File: src/rtl/rtcr_pkg.sv
package rtcr_pkg;

  // control register pointers
  localparam int MODE_IDX = 10;
  localparam int CFG_IDX  = 11;
  localparam int FLAG_IDX = 12;
  localparam int STAT_IDX = 13;

  localparam logic [7:0] MODE_RST = 8'h26;
  localparam logic [7:0] CFG_RST  = 8'h02;
  localparam logic [7:0] STAT_VAL = 8'h80;

  localparam int TIME_FIELDS  = 7;
  localparam int ALARM_FIELDS = 3;

  // flag patterns
  localparam logic [7:0] FLG_PERIODIC = 8'hC0;
  localparam logic [7:0] FLG_ALARM    = 8'hA0;
  localparam logic [7:0] FLG_UPDEND   = 8'h90;

  // config bits cleared by warm reset: periodic, alarm, square-wave enables
  localparam logic [7:0] CFG_WARM_KEEP = 8'h97;

  typedef struct packed {
    logic startUpd;
    logic endUpd;
  } updStrobe_t;

  // time field k -> register index
  function automatic int timeIdx(input int k);
    return (k < 3) ? 2 * k : k + 3;
  endfunction

endpackage

File: src/rtl/rtcr_update_ctrl.sv
module rtcr_update_ctrl
  import rtcr_pkg::*;
#(
  parameter int UIP_HOLD = 8
) (
  input  logic       clk,
  input  logic       rstN,
  input  logic       secTick,
  input  logic       slowTick,
  input  logic       oscOk,
  output updStrobe_t strb
);

  localparam int CNT_W = $clog2(UIP_HOLD + 1);
  localparam logic [CNT_W-1:0] CNT_LAST = CNT_W'(UIP_HOLD - 1);

  typedef enum logic {UPD_IDLE, UPD_HOLD} updState_e;

  updState_e        state;
  logic [CNT_W-1:0] holdCnt;

  always_comb begin
    strb.startUpd = (state == UPD_IDLE) && secTick && oscOk;
    strb.endUpd   = (state == UPD_HOLD) && slowTick && (holdCnt == CNT_LAST);
  end

  always_ff @(posedge clk or negedge rstN) begin
    if (!rstN) begin
      state   <= UPD_IDLE;
      holdCnt <= '0;
    end else begin
      case (state)
        UPD_IDLE: if (strb.startUpd) begin
          state   <= UPD_HOLD;
          holdCnt <= '0;
        end
        UPD_HOLD: if (slowTick) begin
          if (holdCnt == CNT_LAST) state <= UPD_IDLE;
          else holdCnt <= holdCnt + 1'b1;
        end
        default: state <= UPD_IDLE;
      endcase
    end
  end

  // a tick with the oscillator field off leaves the sequencer idle
  p_skip_r8: assert property (@(posedge clk) disable iff (!rstN)
    (state == UPD_IDLE && secTick && !oscOk) |=> (state == UPD_IDLE));

  // the closing strobe always returns the sequencer to idle
  p_end_returns_r7: assert property (@(posedge clk) disable iff (!rstN)
    strb.endUpd |=> (state == UPD_IDLE));

endmodule

File: src/rtl/rtcr_regs_dp.sv
module rtcr_regs_dp
  import rtcr_pkg::*;
#(
  parameter int IDX_W = 7
) (
  input  logic                       clk,
  input  logic                       rstN,
  input  logic                       warmRst,
  input  logic                       busWr,
  input  logic                       busRd,
  input  logic                       busAddr,
  input  logic [7:0]                 busWdata,
  output logic [7:0]                 busRdata,
  input  logic                       perTick,
  input  logic [8*TIME_FIELDS-1:0]   calTime,
  input  updStrobe_t                 strb,
  output logic                       oscOk,
  output logic                       irq
);

  localparam int DEPTH = 1 << IDX_W;
  localparam logic [IDX_W-1:0] P_MODE = IDX_W'(MODE_IDX);
  localparam logic [IDX_W-1:0] P_CFG  = IDX_W'(CFG_IDX);
  localparam logic [IDX_W-1:0] P_FLAG = IDX_W'(FLAG_IDX);
  localparam logic [IDX_W-1:0] P_STAT = IDX_W'(STAT_IDX);

  logic [IDX_W-1:0] idxQ;
  logic [7:0]       mem [DEPTH];
  logic [7:0]       modeQ, cfgQ, flagQ;

  logic wrIdx, wrData, wrMode, wrCfg, rdFlag, isCtl;
  logic [ALARM_FIELDS-1:0] alMatch;
  logic alarmHit;
  logic [7:0] setFlags;

  assign wrIdx  = busWr && !busAddr;
  assign wrData = busWr && busAddr;
  assign isCtl  = (idxQ >= P_MODE) && (idxQ <= P_STAT);
  assign wrMode = wrData && (idxQ == P_MODE);
  assign wrCfg  = wrData && (idxQ == P_CFG);
  assign rdFlag = busRd && busAddr && (idxQ == P_FLAG);
  assign oscOk  = (modeQ[6:4] == 3'b010);

  // alarm comparators, one per field
  for (genvar f = 0; f < ALARM_FIELDS; f++) begin : g_alarm
    localparam logic [IDX_W-1:0] AL_IDX = IDX_W'(2 * f + 1);
    assign alMatch[f] = (mem[AL_IDX][7:6] == 2'b11) ||
                        (mem[AL_IDX] == calTime[8*f +: 8]);
  end
  assign alarmHit = &alMatch;

  always_comb begin
    setFlags = 8'h00;
    if (perTick && cfgQ[6])                   setFlags = setFlags | FLG_PERIODIC;
    if (strb.endUpd && cfgQ[5] && alarmHit)   setFlags = setFlags | FLG_ALARM;
    if (strb.endUpd && cfgQ[4])               setFlags = setFlags | FLG_UPDEND;
  end

  // pointer
  always_ff @(posedge clk or negedge rstN) begin
    if (!rstN) idxQ <= '0;
    else if (wrIdx) idxQ <= busWdata[IDX_W-1:0];
  end

  // plain storage and time bytes
  always_ff @(posedge clk or negedge rstN) begin
    if (!rstN) begin
      for (int i = 0; i < DEPTH; i++) mem[i] <= 8'h00;
    end else begin
      if (wrData && !isCtl) mem[idxQ] <= busWdata;
      if (strb.endUpd && !cfgQ[7]) begin
        for (int k = 0; k < TIME_FIELDS; k++)
          mem[IDX_W'(timeIdx(k))] <= calTime[8*k +: 8];
      end
    end
  end

  // mode register: busy bit owned by the sequencer
  always_ff @(posedge clk or negedge rstN) begin
    if (!rstN) modeQ <= MODE_RST;
    else begin
      if (wrMode) modeQ[6:0] <= busWdata[6:0];
      if (strb.startUpd && !cfgQ[7]) modeQ[7] <= 1'b1;
      if (strb.endUpd || (wrCfg && busWdata[7])) modeQ[7] <= 1'b0;
    end
  end

  // config register
  always_ff @(posedge clk or negedge rstN) begin
    if (!rstN) cfgQ <= CFG_RST;
    else if (wrCfg) cfgQ <= busWdata[7] ? (busWdata & 8'hEF) : busWdata;
    else if (warmRst) cfgQ <= cfgQ & CFG_WARM_KEEP;
  end

  // flag register, read to clear
  always_ff @(posedge clk or negedge rstN) begin
    if (!rstN) flagQ <= 8'h00;
    else if (warmRst) flagQ <= 8'h00;
    else flagQ <= (rdFlag ? 8'h00 : flagQ) | setFlags;
  end

  assign irq = flagQ[7];

  always_comb begin
    if (!busAddr) busRdata = 8'hFF;
    else begin
      case (idxQ)
        P_MODE:  busRdata = modeQ;
        P_CFG:   busRdata = cfgQ;
        P_FLAG:  busRdata = flagQ;
        P_STAT:  busRdata = STAT_VAL;
        default: busRdata = mem[idxQ];
      endcase
    end
  end

  // freeze write drops busy and the update-ended enable
  p_freeze_r4: assert property (@(posedge clk) disable iff (!rstN)
    (wrCfg && busWdata[7]) |=> (!modeQ[7] && !cfgQ[4]));

  // a flag read with nothing new pending leaves the register empty
  p_flag_clear_r6: assert property (@(posedge clk) disable iff (!rstN)
    (rdFlag && setFlags == 8'h00) |=> (flagQ == 8'h00));

  // interrupt is held until a flag read or warm reset
  p_irq_hold_r13: assert property (@(posedge clk) disable iff (!rstN)
    (irq && !rdFlag && !warmRst) |=> irq);

  // busy only rises on a start strobe
  p_busy_rise_r7: assert property (@(posedge clk) disable iff (!rstN)
    $rose(modeQ[7]) |-> $past(strb.startUpd));

  // host mode writes never raise busy
  p_mode_ro_r3: assert property (@(posedge clk) disable iff (!rstN)
    (wrMode && !modeQ[7] && !strb.startUpd) |=> !modeQ[7]);

endmodule

File: src/rtl/rtc_regfile_irq.sv
module rtc_regfile_irq
  import rtcr_pkg::*;
#(
  parameter int IDX_W    = 7,
  parameter int UIP_HOLD = 8
) (
  input  logic        clk,
  input  logic        rstN,
  input  logic        warmRst,
  input  logic        busWr,
  input  logic        busRd,
  input  logic        busAddr,
  input  logic [7:0]  busWdata,
  output logic [7:0]  busRdata,
  input  logic        secTick,
  input  logic        slowTick,
  input  logic        perTick,
  input  logic [55:0] calTime,
  output logic        calAdvance,
  output logic        irq
);

  updStrobe_t strb;
  logic       oscOk;

  rtcr_update_ctrl #(.UIP_HOLD(UIP_HOLD)) ctrl_i (
    .clk      (clk),
    .rstN     (rstN),
    .secTick  (secTick),
    .slowTick (slowTick),
    .oscOk    (oscOk),
    .strb     (strb)
  );

  rtcr_regs_dp #(.IDX_W(IDX_W)) dp_i (
    .clk      (clk),
    .rstN     (rstN),
    .warmRst  (warmRst),
    .busWr    (busWr),
    .busRd    (busRd),
    .busAddr  (busAddr),
    .busWdata (busWdata),
    .busRdata (busRdata),
    .perTick  (perTick),
    .calTime  (calTime),
    .strb     (strb),
    .oscOk    (oscOk),
    .irq      (irq)
  );

  assign calAdvance = strb.startUpd;

endmodule

File: config.mk
export PLATFORM = sky130hd
export DESIGN_NAME = rtc_regfile_irq
export DESIGN_NICKNAME = d
export VERILOG_FILES = /design/src/rtl/rtcr_pkg.sv /design/src/rtl/rtcr_update_ctrl.sv /design/src/rtl/rtcr_regs_dp.sv /design/src/rtl/rtc_regfile_irq.sv
export SDC_FILE = /design/constraint.sdc
export NUM_CORES = 2
export LEC_CHECK = 0
export ABC_AREA = 0
export BUFFER_PORTS_ARGS = -buffer_cell sky130_fd_sc_hd__buf_2
export CAP_MARGIN = 25
export CORE_UTILIZATION = 63
export DETAILED_ROUTE_END_ITERATION = 16
export PLACE_DENSITY = 0.8
export SETUP_SLACK_MARGIN = 0.4
export SLEW_MARGIN = 20
export SYNTH_ARGS = -nofsm -noshare
export SYNTH_HDL_FRONTEND = slang
export SYNTH_SLANG_ARGS = --single-unit
File: constraint.sdc
create_clock -name clk -period 2.8 [get_ports clk]
set_input_delay 0.56 -clock clk [delete_from_list [all_inputs] [get_ports clk]]
set_output_delay 0.56 -clock clk [all_outputs]
set_load 0.02 [all_outputs]
* Word level (Yosys, flattened, before mapping)
Index checks and enable logic that the tools add are counted.
Widths: inputs -> output; s select.
** Word-level totals
- Output and inout bits :: 10
- Bits in read-only memories :: 0
- Input port bits :: 73
- RAM bits :: 0
- Memories :: 0
- Latch bits :: 0
- Register bits after elaboration :: 1060
- Word-level logic and storage cells :: 222
** Cells by class
- Add/subtract/negate cells :: 1
- $lt $le $gt $ge :: 4
- Reductions and logical operators :: 32
- Muxes and demuxes :: 31
- Bitwise operators :: 3
- $mul :: 0
- Equal/unequal tests :: 15
- Divide/modulo/power cells :: 0
- Shift-type cells :: 0
** Operator list (count)
- $bwmux 1024 :: 1
- $mux 1024 :: 1
- $mux 8 :: 14
- $bmux 8 s7 :: 1
- $demux 8 s7 :: 1
- $mux 32 :: 1
- $pmux 8 s4 :: 1
- $eq 7x4->1 const B :: 4
- $eq 8x8->1 :: 3
- $logic_and 1x1->1 :: 20
- $mux 4 :: 3
- $ge 8x8->1 const B :: 1
- $lt 8x1->1 const B :: 1
- $not 7->8 :: 1
- $or 8x8->8 :: 1
- $pmux 4 s2 :: 1
- $ge 7x4->1 const B :: 1
- $le 7x4->1 const B :: 1
- $mux 7 :: 1
- $eq 2x2->1 const B :: 3
- $ne 2x2->1 const B :: 3
- $reduce_and 3->1 :: 2
- $reduce_bool 2->1 :: 3
- $mux 1 :: 5
- 7 further kinds :: 12

* Logic depth before layout (Yosys ltp)
- Depth in word-level cells :: 8
- Gate-level depth with buffers :: 10

* Cells and area by module
From an unflattened synthesis, not the netlist that was laid out.
** Second synthesis, totals
- Cells, all modules :: 3718
- Area total of the unflattened synthesis :: 49605.1 µm²
** Modules (own cells, without submodules)
- rtcr_regs_dp :: cells an instance 3691, instances 1, area each 49324.8 µm²
- rtcr_update_ctrl :: cells an instance 27, instances 1, area each 280.3 µm²

* Worst setup path before layout
No wires, ideal clock.
- Kind :: reg2out
- From :: reg dp_i.idxQ[1]
- To :: out busRdata[0]
- Stages on the path, launching flop included :: 10
- Required time :: 2.240 ns
- Buffers on the path :: 3
- Arrival :: 2.015 ns
- Path slack :: 0.225 ns
- Path through :: dfrtp_1 -> buf_4 -> or2_2 -> buf_2 -> clkbuf_1 -> o22ai_1 -> o21ai_0 -> a41oi_1 -> nor4_1 -> o221ai_1
** Between the ends
- Longest elaborated chain between the ends :: 6
- Elaborated cells between the ends (all ways) :: 10
- Classes of those cells :: 4 x eq/ne; 5 x mux; 1 x bitwise
** RTL lines
- start: declaration :: RTL line rtcr_regs_dp.sv:27 : logic [IDX_W-1:0] idxQ;
- start signal: assignment :: RTL line rtcr_regs_dp.sv:62 : else if (wrIdx) idxQ <= busWdata[IDX_W-1:0];
- $not 7->8 (implied by the code) :: RTL line rtcr_regs_dp.sv:112 : default: busRdata = mem[idxQ];
- $bmux 8 s7 :: RTL line rtcr_regs_dp.sv:112
- $mux 8 (implied by the code) (2 in a row) :: RTL line rtcr_regs_dp.sv:112
- $pmux 8 s4 (*) :: RTL line rtcr_regs_dp.sv:107 : case (idxQ)
- $mux 8 (*) :: RTL line rtcr_regs_dp.sv:105 : if (!busAddr) busRdata = 8'hFF;
- end: declaration :: RTL line rtc_regfile_irq.sv:14 : output logic [7:0] busRdata,
Every way passes the cells marked *; elsewhere a longest branch is shown, timed or not. The select of a mux whose other input is x is not followed.

* Worst setup path in the final report
- From :: reg dp_i.idxQ[0]
- To :: out busRdata[3]
The elaborated chain is that of the path after synthesis.

==> metrics <==
Port Buf Inserts=82; initial core utilization=0.636; r2r startpoint=dp_i.idxQ[0]; Flop pwr share=0.446; startpoint types=flop; cell depth of the worst setup path=10; Pwr per Cell Area=686 nW/um2; unrepaired setup endpoints after global routing=yes; Seq/Total Area, Yosys=0.537; Clk pwr share=0.369; CP endpoint=busRdata[3]; clock tree buffer depth=3; CTS tree=yes; Avg Inst Size Synth=13.3 um2; DRC violations left=0; area grow syn2layout=20.7%; Main synth FF type=dfrtp_1; diodes inserted=0; Req. time, crit path=2.24 ns; drt pass-1 iters=6; status=finished with violations; RR Endpoint=dp_i.mem[233]; Synth area leader=dfrtp_1; final worst-path setup slack=-1.22 ns; Tot Pwr=40.8 mW; largest net degree at the start of global routing=97; crit-path leading delay family=buffers and inverters; Synth Net Count=3785; # clock sinks=1056; FF/Latch Area=26400 um2; relative slew slack=0.478; non-filler cells, final=5117; vias in the first global route=36100; number of flops mapped to enable cells by yosys=0; leakage=27.8 nW; Placed Area=53700 um2; Detailed Place HPWL=89000 um; initial antenna violation count=0; top-count cell post-synth=dfrtp_1; placed insts=4886; yosys warns=0; CTS buffer count=107; I/O Pins=83; Worst Hold Margin=0.0858 ns; switching power=11.2 mW; total track usage=0.359; maximum level of the CTS H-tree=3; failing checks=negative setup slack; Critical Path Start=dp_i.idxQ[0]; mapped cell area=49200 um2; WP buf/inv=4; Root Buffer=clkbuf_16; Die Wd=282 um; number of synthesized register bits=1056; post-route ant nets=0; Synth top cells by count=dfrtp_1, mux2_2, mux2i_1; Slew Limit Fails=0; worst skew pair latency=0.68 ns; worst vdd ir=0.585 mV; share of cells above drive strength 1=0.455; Fin. Hold Viols=0; Arr. time, crit path=3.46 ns; WS Path Type=reg2out; footprint of the multi-input gates=22800 um2; fin crit period=4.02 ns; P_int=29.5 mW; DR vias/cell=6.60; first-pass GRT wire length=216000 um; Layout Skew=0.0276 ns; Worst R2R Path Depth=10; Rows=102; Hold WC Path Type=in2reg; instance count of the mapped netlist=3711; top cell type's share of synthesized area=0.535; initial drt markers=2978; asr flop ratio synth=1.00; crit path cell chain=buf_12 > buf_8 > mux2i_1 > o22ai_1 > o21ai_1 > a41oi_2 > nor4_4 > buf_4 > o221ai_2 > buf_2; Max Fclk=248 MHz; actual slew at the worst max-slew pin=0.783 ns; Synth cell types=47; peak fanout along the critical path=16; Die ar.=79200 um2; synth top area cells=dfrtp_1, mux2_2, mux2i_1, o22ai_1, o21ai_0; Gate power share=0.185; wire per inst=27.8 um; final setup vio count=9; core footprint=77300 um2; R2R Setup Slk=-0.01 ns; Die Ht=282 um; Overflow after GRT=0; final wirelength=142000 um; Sw Share=0.275; RD Place Congestion=0.965; design area=59400 um2; Largest stage delay, worst path=0.50 ns; clock slew at reported path FFs=0.06 ns; nets=4065; CP max stage cell=dfrtp_4; max cap viols=0; fill count=4387; nature of the critical path endpoint=primary output; via count=33800; fin crit share=1.44
==> worst reg2reg max path, stage by stage, from the launching register on <==
cell and delay [ns]:
dfrtp_4 0.54, buf_12 0.20, buf_16 0.22, buf_16 0.20, nor2_4 0.26, nand3_4 0.13, buf_12 0.18, buf_12 0.17
buf_6 0.13, nor2_4 0.27, mux2_2 0.39
==> routing by layer <==
layer	vias up	routed length, um	track usage
li1	14200	-	-
met1	17700	56700	0.479
met2	1531	68300	0.575
met3	417	10700	0.0603
met4	0	6580	0.169
met5	-	0	0
==> registers in the layout, summed over array words and instances, names as in the netlist <==
signal	flops
dp_i.mem	1024
dp_i.flagQ	4
ctrl_i.state	1
ctrl_i.holdCnt	4
dp_i.cfgQ	8
dp_i.idxQ	7
dp_i.modeQ	8
==> stage by stage <==
| step | setup TNS (ns) | util | setup WS, ns |
|---|---|---|---|
| after floorplan | 0 | - | 0.346 |
| after global placement | -42.58 | 0.694 | -0.631 |
| after detailed placement | -57.69 | 0.694 | -0.608 |
| after CTS | -9.13 | 0.756 | -1.19 |
| after global routing | -9.75 | 0.768 | -1.27 |
| final | -9.37 | 0.768 | -1.22 |
==> power groups by stage <==
stage	clock network, mW	registers [mW]	logic [mW]
final	15.0	18.2	7.53
after global routing	15.8	18.4	7.91
after CTS	15.1	18.1	7.14
after detailed placement	0	18.3	6.72
after global placement	0	18.2	6.45
after floorplan	0	18.0	4.41
==> cells in the final DEF, fill, tap and decap left out, types with 14 or more instances in the layout <==
master / synthesis / routed
o21ai_0: 186 / 98
a41oi_1: 33 / 17
o22ai_2: 0 / 20
mux2_4: 0 / 116
nor2_4: 21 / 65
mux2i_1: 576 / 548
buf_4: 13 / 262
buf_2: 91 / 70
xor2_1: 16 / 16
buf_12: 0 / 106
nand2_1: 78 / 75
clkbuf_16: 0 / 109
dfrtp_1: 1052 / 1051
o21ai_1: 5 / 81
mux2_2: 954 / 838
nor2_2: 104 / 62
mux2i_2: 0 / 19
buf_6: 2 / 20
clkbuf_1: 194 / 24
a41oi_2: 0 / 14
clkbuf_8: 0 / 35
o22ai_1: 257 / 237
==> final cells by class <==
cell class                 instances  share of cell area
multi-input combinational       2344               0.384
clock inverter                    29             0.00806
clock buffer                     166              0.0547
sequential                      1056               0.445
timing repair buffer             479              0.0866
tap                             1040              0.0219
inverter                           3            0.000190
==> cells by family after synthesis <==
| kind of cell | after synthesis | share of synthesized area |
|---|---|---|
| AOI/OAI and AO/OA | 507 | 0.0617 |
| muxes | 1530 | 0.335 |
| DFF | 1056 | 0.537 |
| adders and majority gates | 1 | 0.000254 |
| and+or+nand+nor | 281 | 0.0339 |
| buffers and inverters | 311 | 0.0273 |
| xor gates and xnor gates | 25 | 0.00445 |
==> timing repair <==
item,4_1_cts,5_1_grt
hold endpoints to repair,38,0
hold buffers,1,0
cloned,5,2
buffers inserted,10,18
endpoints found under the setup margin,1010,995
resized for setup,216,168
pin swaps,44,39
==> how the worst min path moves through the flow <==
stage / from / cells after the start / endpoint
final: calTime[29] / 3 / dp_i.mem[973]
after global routing: calTime[37] / 3 / dp_i.mem[965]
after CTS: calTime[47] / 3 / dp_i.mem[959]
after detailed placement: dp_i.mem[923] / 0 / dp_i.mem[923]
after global placement: dp_i.mem[925] / 0 / dp_i.mem[925]
after floorplan: rstN / 0 / ctrl_i.holdCnt[0]
Power figures use the tool's default switching activity.
